`src/rtl/itmr_pkg.sv`:
```
package itmr_pkg;
  localparam int CNT_W      = 16;
  localparam int BYTE_W     = CNT_W / 2;
  localparam int REG_ADDR_W = 2;
  localparam int AUX_GATE_BIT = 0;
  localparam int AUX_SPK_BIT  = 1;
  localparam int AUX_OUT_BIT  = 5;

  typedef enum logic [1:0] {
    ACC_FREEZE = 2'b00,
    ACC_LO     = 2'b01,
    ACC_HI     = 2'b10,
    ACC_PAIR   = 2'b11
  } acc_e;

  localparam logic [CNT_W:0] ONE_X = {{CNT_W{1'b0}}, 1'b1};

  // full cycle length; a zero reload stands for the largest count
  function automatic logic [CNT_W:0] full_len(input logic [CNT_W-1:0] n);
    return (n == '0) ? {1'b1, {CNT_W{1'b0}}} : {1'b0, n};
  endfunction

  // high phase of a square wave: rounded up half of the cycle
  function automatic logic [CNT_W-1:0] phase_high(input logic [CNT_W-1:0] n);
    logic [CNT_W:0] h;
    h = (full_len(n) + ONE_X) >> 1;
    return h[CNT_W-1:0];
  endfunction

  // low phase of a square wave: rounded down half of the cycle
  function automatic logic [CNT_W-1:0] phase_low(input logic [CNT_W-1:0] n);
    logic [CNT_W:0] h;
    h = full_len(n) >> 1;
    return h[CNT_W-1:0];
  endfunction

  // only binary event count (000) and square wave (011) are built
  function automatic logic cmd_supported(input logic [7:0] c);
    return !c[0] && (c[3:1] == 3'd0 || c[3:1] == 3'd3);
  endfunction
endpackage

```
`src/rtl/itmr_channel.sv`:
```
module itmr_channel
  import itmr_pkg::*;
(
  input  logic              clk,
  input  logic              rst_n,
  input  logic              tick,
  input  logic              gate,
  input  logic              cmd_we,
  input  logic              cmd_square,
  input  logic [1:0]        cmd_acc,
  input  logic              freeze_req,
  input  logic              wr_en,
  input  logic [BYTE_W-1:0] wdata,
  input  logic              rd_en,
  output logic [BYTE_W-1:0] rd_byte,
  output logic              out,
  output logic              square,
  output logic              load_ev
);
  logic              sq_q;
  acc_e              acc_q;
  logic [CNT_W-1:0]  cnt_q, reload_q, frz_q;
  logic              armed_q, out_q, wr_hi_q, rd_hi_q, frozen_q, gate_d_q;
  logic [BYTE_W-1:0] lo_stage_q;
  logic [CNT_W-1:0]  new_n, src, run_hi, run_lo;

  always_comb begin
    unique case (acc_q)
      ACC_LO:  new_n = {{BYTE_W{1'b0}}, wdata};
      ACC_HI:  new_n = {wdata, {BYTE_W{1'b0}}};
      default: new_n = {wdata, lo_stage_q};
    endcase
    load_ev = wr_en && (acc_q != ACC_PAIR || wr_hi_q);
    run_hi  = phase_high(reload_q);
    run_lo  = phase_low(reload_q);
    src     = frozen_q ? frz_q : cnt_q;
    unique case (acc_q)
      ACC_LO:  rd_byte = src[BYTE_W-1:0];
      ACC_HI:  rd_byte = src[CNT_W-1:BYTE_W];
      default: rd_byte = rd_hi_q ? src[CNT_W-1:BYTE_W] : src[BYTE_W-1:0];
    endcase
  end

  // setup, loading and counting
  always_ff @(posedge clk) begin
    if (!rst_n) begin
      sq_q       <= 1'b0;
      acc_q      <= ACC_PAIR;
      cnt_q      <= '0;
      reload_q   <= '0;
      armed_q    <= 1'b0;
      out_q      <= 1'b0;
      wr_hi_q    <= 1'b0;
      lo_stage_q <= '0;
      gate_d_q   <= 1'b1;
    end else begin
      gate_d_q <= gate;
      if (cmd_we) begin
        sq_q    <= cmd_square;
        acc_q   <= acc_e'(cmd_acc);
        armed_q <= 1'b0;
        out_q   <= cmd_square;
        wr_hi_q <= 1'b0;
      end else if (load_ev) begin
        reload_q <= new_n;
        armed_q  <= 1'b1;
        wr_hi_q  <= 1'b0;
        if (sq_q) begin
          cnt_q <= phase_high(new_n);
          out_q <= 1'b1;
        end else begin
          cnt_q <= new_n;
          out_q <= 1'b0;
        end
      end else begin
        if (wr_en) begin
          lo_stage_q <= wdata;
          wr_hi_q    <= 1'b1;
        end
        if (armed_q) begin
          if (sq_q) begin
            if (!gate) begin
              out_q <= 1'b1;
            end else if (!gate_d_q) begin
              cnt_q <= run_hi;
              out_q <= 1'b1;
            end else if (tick) begin
              if (cnt_q == CNT_W'(1)) begin
                if (out_q && run_lo != '0) begin
                  out_q <= 1'b0;
                  cnt_q <= run_lo;
                end else begin
                  out_q <= 1'b1;
                  cnt_q <= run_hi;
                end
              end else begin
                cnt_q <= cnt_q - 1'b1;
              end
            end
          end else if (gate && tick) begin
            cnt_q <= cnt_q - 1'b1;
            if (cnt_q == CNT_W'(1)) out_q <= 1'b1;
          end
        end
      end
    end
  end

  // readout path: freeze and byte order
  always_ff @(posedge clk) begin
    if (!rst_n) begin
      rd_hi_q  <= 1'b0;
      frozen_q <= 1'b0;
      frz_q    <= '0;
    end else if (cmd_we) begin
      rd_hi_q  <= 1'b0;
      frozen_q <= 1'b0;
    end else if (freeze_req && !frozen_q) begin
      frozen_q <= 1'b1;
      frz_q    <= cnt_q;
    end else if (rd_en) begin
      if (acc_q == ACC_PAIR && !rd_hi_q) begin
        rd_hi_q <= 1'b1;
      end else begin
        rd_hi_q  <= 1'b0;
        frozen_q <= 1'b0;
      end
    end
  end

  assign out    = out_q;
  assign square = sq_q;
endmodule

```
`src/rtl/itmr_aux.sv`:
```
module itmr_aux
  import itmr_pkg::*;
(
  input  logic       clk,
  input  logic       rst_n,
  input  logic       we,
  input  logic [7:0] wdata,
  input  logic       ch_out,
  output logic       gate,
  output logic       spk_out,
  output logic [7:0] rdata
);
  logic gate_q, spk_en_q;

  always_ff @(posedge clk) begin
    if (!rst_n) begin
      gate_q   <= 1'b0;
      spk_en_q <= 1'b0;
    end else if (we) begin
      gate_q   <= wdata[AUX_GATE_BIT];
      spk_en_q <= wdata[AUX_SPK_BIT];
    end
  end

  always_comb begin
    rdata               = '0;
    rdata[AUX_GATE_BIT] = gate_q;
    rdata[AUX_SPK_BIT]  = spk_en_q;
    rdata[AUX_OUT_BIT]  = ch_out;
  end

  assign gate    = gate_q;
  assign spk_out = ch_out & spk_en_q;
endmodule

```
`src/rtl/interval_timer3.sv`:
```
module interval_timer3
  import itmr_pkg::*;
#(
  parameter int NCH    = 3,
  parameter int SPK_CH = 2,
  parameter int IRQ_CH = 0
) (
  input  logic                  clk,
  input  logic                  rst_n,
  input  logic                  cnt_tick,
  input  logic                  bus_we,
  input  logic                  bus_re,
  input  logic [REG_ADDR_W-1:0] bus_addr,
  input  logic [7:0]            bus_wdata,
  output logic [7:0]            bus_rdata,
  input  logic                  aux_we,
  input  logic [7:0]            aux_wdata,
  output logic [7:0]            aux_rdata,
  output logic                  irq0_req,
  output logic                  spk_out
);
  localparam logic [REG_ADDR_W-1:0] CMD_ADDR = REG_ADDR_W'(NCH);

  logic                         cmd_wr, cmd_unsup, cmd_ok;
  logic [1:0]                   cmd_sel, cmd_acc;
  logic [NCH-1:0]               ch_out, ch_square, ch_load;
  logic [NCH-1:0][BYTE_W-1:0]   ch_rd_byte;
  logic                         spk_gate, out0_d_q;

  assign cmd_wr    = bus_we && (bus_addr == CMD_ADDR);
  assign cmd_sel   = bus_wdata[7:6];
  assign cmd_acc   = bus_wdata[5:4];
  assign cmd_ok    = cmd_supported(bus_wdata);
  assign cmd_unsup = cmd_wr && (int'(cmd_sel) >= NCH || (cmd_acc != 2'b00 && !cmd_ok));

  for (genvar i = 0; i < NCH; i++) begin : g_ch
    logic hit;
    assign hit = cmd_wr && (int'(cmd_sel) == i);
    itmr_channel u_ch (
      .clk        (clk),
      .rst_n      (rst_n),
      .tick       (cnt_tick),
      .gate       ((i == SPK_CH) ? spk_gate : 1'b1),
      .cmd_we     (hit && cmd_acc != 2'b00 && cmd_ok),
      .cmd_square (bus_wdata[2]),
      .cmd_acc    (cmd_acc),
      .freeze_req (hit && cmd_acc == 2'b00),
      .wr_en      (bus_we && bus_addr == REG_ADDR_W'(i)),
      .wdata      (bus_wdata),
      .rd_en      (bus_re && bus_addr == REG_ADDR_W'(i)),
      .rd_byte    (ch_rd_byte[i]),
      .out        (ch_out[i]),
      .square     (ch_square[i]),
      .load_ev    (ch_load[i])
    );
  end

  itmr_aux u_aux (
    .clk     (clk),
    .rst_n   (rst_n),
    .we      (aux_we),
    .wdata   (aux_wdata),
    .ch_out  (ch_out[SPK_CH]),
    .gate    (spk_gate),
    .spk_out (spk_out),
    .rdata   (aux_rdata)
  );

  always_ff @(posedge clk) begin
    if (!rst_n) begin
      bus_rdata <= '0;
      out0_d_q  <= 1'b0;
    end else begin
      out0_d_q <= ch_out[IRQ_CH];
      if (bus_re) begin
        bus_rdata <= (int'(bus_addr) < NCH) ? ch_rd_byte[bus_addr] : 8'hFF;
      end
    end
  end

  assign irq0_req = ch_out[IRQ_CH] & ~out0_d_q;
endmodule

```
`config.mk`:
```
export PLATFORM = sky130hd
export DESIGN_NAME = interval_timer3
export DESIGN_NICKNAME = d
export VERILOG_FILES = /design/src/rtl/itmr_pkg.sv /design/src/rtl/itmr_channel.sv /design/src/rtl/itmr_aux.sv /design/src/rtl/interval_timer3.sv
export SDC_FILE = /design/constraint.sdc
export NUM_CORES = 1
export LEC_CHECK = 0
export ABC_AREA = 1
export BUFFER_PORTS_ARGS = -buffer_cell sky130_fd_sc_hd__buf_2
export CORE_ASPECT_RATIO = 1.75
export CORE_MARGIN = 8
export CORE_UTILIZATION = 40
export CTS_BUF_LIST = sky130_fd_sc_hd__clkbuf_4 sky130_fd_sc_hd__clkbuf_8
export DETAILED_ROUTE_END_ITERATION = 8
export HOLD_SLACK_MARGIN = 0.05
export PLACE_DENSITY = 0.61
export SLEW_MARGIN = 20
export SYNTH_ARGS = -nofsm -noshare
export SYNTH_HDL_FRONTEND = slang
export SYNTH_HIERARCHICAL = 1
export SYNTH_SLANG_ARGS = --single-unit
```
`constraint.sdc`:
```
create_clock -name clk -period 3.15 [get_ports clk]
set_input_delay 0 -clock clk [delete_from_list [all_inputs] [get_ports clk]]
set_output_delay 0 -clock clk [all_outputs]
set_load 0.01 [all_outputs]
```
==> metrics.yaml <==
timing:
  maxSlewHeadroom: 0.374
  min_period_ps: 2880
  layout_setup_ws_ps: 266
  tightestPinTransition_ps: 936
  fin_skew_ps: 52.7
  maxSlewViolCount: 0
  setup_violations: 0
  tns_ps: 0
  hold_viol: 0
  fmax_mhz: 347
  rsz0062_at_grt: "no"
  period_share: 0.916
synthesis:
  synthFlopType: "dfxtp_1"
  synth.distinct_cells: 42
  yosys_warnings: 6
  ys_ff_latch: 206
  synth_edf_count: 0
  netlist_area_um2: 16300
  netlist_instances: 2782
  syn_area_per_cell_um2: 5.85
  async_reset_ff_frac: 0
  synth_seq_area_share: 0.253
power:
  max-vdd-ir-drop_mv: 0.327
  switching_power_uw: 1860
  p_int_uw: 4470
  swShare: 0.293
  clkPwrFrac: 0.434
  pwr-share-seq: 0.428
  p_per_area_nw_per_um2: 353
  finalPower_uw: 6320
  combPwrFrac: 0.138
  p_leak_uw: 0.00788
floorplan:
  io_pins: 42
  design.die.area_um2: 47700
  die_w_um: 169
  core_um2: 40500
  rows: 98
  initial_core_util: 0.402
  die_y_um: 283
grt:
  antenna_found_initial: 1
  grt_pass1_wl_um: 98600
  grt_pass1_vias: 17600
  grt_max_degree: 57
  grt_usage: 0.264
  gr-total-overflow: 0
detailed_routing:
  drt_iter0_drc: 1187
  firstDrtPassIters: 5
  wl_met3_um: 2470
  highest_layer: "met4"
  ant_nets: 0
  wl_met2_um: 33100
  wl_um: 63800
  wl_met1_um: 23000
  drcViolationCount: 0
  viasPerCell: 5.47
  dr_total_vias: 18300
  routedWlPerCell_um: 19.1
cts:
  cts_tree: "built"
  path_clk_slew_ps: 60
  cts_buffers: 36
  cts_root_buf: "clkbuf_8"
  cts_max_level: 2
  clock_tree.buffer_depth: 3
  cts_num_sinks: 206
  insertion_delay_ps: 590
  post_cts_buffers: 0
run:
  cap_viol_max_count: 0
setup_path:
  crit_fanout: 14
  cp_data_required_time_ps: 3570
  critPathKind: "flop to flop"
  cp.arrival_ps: 3310
  start_kind: "flop"
  crit_path_end_kind: "flop"
outcome:
  status: "complete, no violations"
finish:
  drive_gt1_frac: 0.100
  synthToLayoutAreaGrowth_pct: 10.0
  fillers: 4521
  fin_nets: 2869
placed_design:
  io_buffers: 30
  place_ws_ps: 366
  gp_congestion: 1.00
  hpwlAfterDp_um: 50300
hold_path:
  hold_path.class: "input pin to flop"
[worst max-delay path, stage by stage, from the launching register on]
cell,delay [ps]
dfxtp_1,370
inv_1,80
ha_1,470
o21ai_1,580
ha_1,370
inv_1,100
nor2_4,200
nand2_1,70
nand2_1,60
nand3_1,60
nand2_1,140
nand2_1,60
nor2_1,80
a21oi_1,80
[logic make-up (layout without fill, tap and decap cells)]
family	Yosys count	count (layout)	share of synthesized area
AO/OA/AOI/OAI	585	585	0.190
XOR/XNOR	46	46	0.0247
adder cells (fa/ha/maj)	27	27	0.0207
buffers and inverters	474	526	0.117
flip-flops	206	206	0.253
other	2	14	0.000461
AND/OR/NAND/NOR	1442	1442	0.394
[power by group through the flow]
stage / clock [uW] / combinational, uW / sequential [uW]
after global placement: 0 / 841 / 2760
final: 2740 / 871 / 2710
after global routing: 2920 / 965 / 2710
after floorplan: 0 / 578 / 2740
after CTS: 2820 / 864 / 2710
after detailed placement: 0 / 842 / 2760
[placed cells by master, fill, tap and decap left out, types with 6 or more instances in the layout]
master and n:
nor2_1 296, inv_2 13, a21oi_1 258, nor3_2 7, xor2_1 37, xnor2_1 9
nor2_4 15, inv_1 341, nor2_2 30, buf_4 54, nand2_1 670, clkbuf_4 15
nor3_1 36, dfxtp_1 206, clkbuf_8 45, o22ai_1 27, dlygate4sd3_1 17, conb_1 13
nand3_2 12, nand3_1 260, clkinv_1 6, nand4_1 62, buf_2 29, o21ai_1 20
o21ai_0 248, ha_1 27, nand2_2 39
[metal layers]
metal | up-vias | global-route usage
met5 | - | 0
met3 | 236 | 0.0280
met1 | 8395 | 0.261
met4 | 0 | 0.204
met2 | 576 | 0.500
li1 | 9102 | -
[area by class of cell]
class	count	area, um2	area share
Antenna cell	1	2.50	0.000140
Clock inverter	5	53.8	0.00300
Multi-Input combinational cell	2113	10300	0.575
Sequential cell	206	4120	0.230
Tap cell	500	626	0.0349
Clock buffer	60	732	0.0409
Inverter	361	1360	0.0757
Timing Repair Buffer	100	721	0.0402
[stage by stage]
step | std cells | instance area (um2) | util | hold slack [ps]
global route | 3346 | 17900 | 0.443 | 198
floorplan | 2793 | 16300 | - | 97.6
global placement | 3263 | 17000 | 0.419 | 265
CTS | 3345 | 17900 | 0.443 | 150
finish | 3346 | 17900 | 0.443 | 187
detailed placement | 3263 | 17000 | 0.419 | 272
[worst paths after layout]
kind	endpoint	startpoint	depth (start not counted)	slack, ps
worst max register to register	g_ch[0].u_ch/cnt_q[7]	g_ch[0].u_ch/acc_q[0]	13	270
worst max-delay path	g_ch[0].u_ch/cnt_q[7]	g_ch[0].u_ch/acc_q[0]	13	270
worst min-delay path	g_ch[0].u_ch/lo_stage_q[1]	bus_we	6	190
worst min register to register	g_ch[1].u_ch/frz_q[2]	g_ch[1].u_ch/frz_q[2]	2	450
[synthesized netlist by cell type, types with 36 or more instances]
master    number  area (um2)
a21oi_1      258        1290
clkbuf_1      65         244
dfxtp_1      206        4120
inv_1        341        1280
nand2_1      670        2510
nand2_2       39         244
nand3_1      260        1300
nand4_1       62         388
nor2_1       296        1110
nor3_1        36         180
o21ai_0      248        1240
xor2_1        37         324
[repair_timing]
| action | in CTS | in global routing |
|---|---|---|
| gates resized for setup | 0 | 1 |
| endpoints found under the hold margin | 89 | 0 |
| setup endpoints to repair | 0 | 2 |
| hold buffers | 17 | 0 |
[state kept, by name, indices dropped and copies added, names as in the netlist]
register              count
g_ch.u_ch/cnt_q          48
g_ch.u_ch/frz_q          48
g_ch.u_ch/reload_q       48
g_ch.u_ch/lo_stage_q     24
bus_rdata                 8
g_ch.u_ch/acc_q           6
g_ch.u_ch/armed_q         3
g_ch.u_ch/frozen_q        3
g_ch.u_ch/gate_d_q        3
g_ch.u_ch/out             3
g_ch.u_ch/rd_hi_q         3
g_ch.u_ch/square          3
g_ch.u_ch/wr_hi_q         3
out0_d_q                  1
u_aux/gate                1
u_aux/spk_en_q            1
Note: power is estimated with default switching activity, not from simulation.
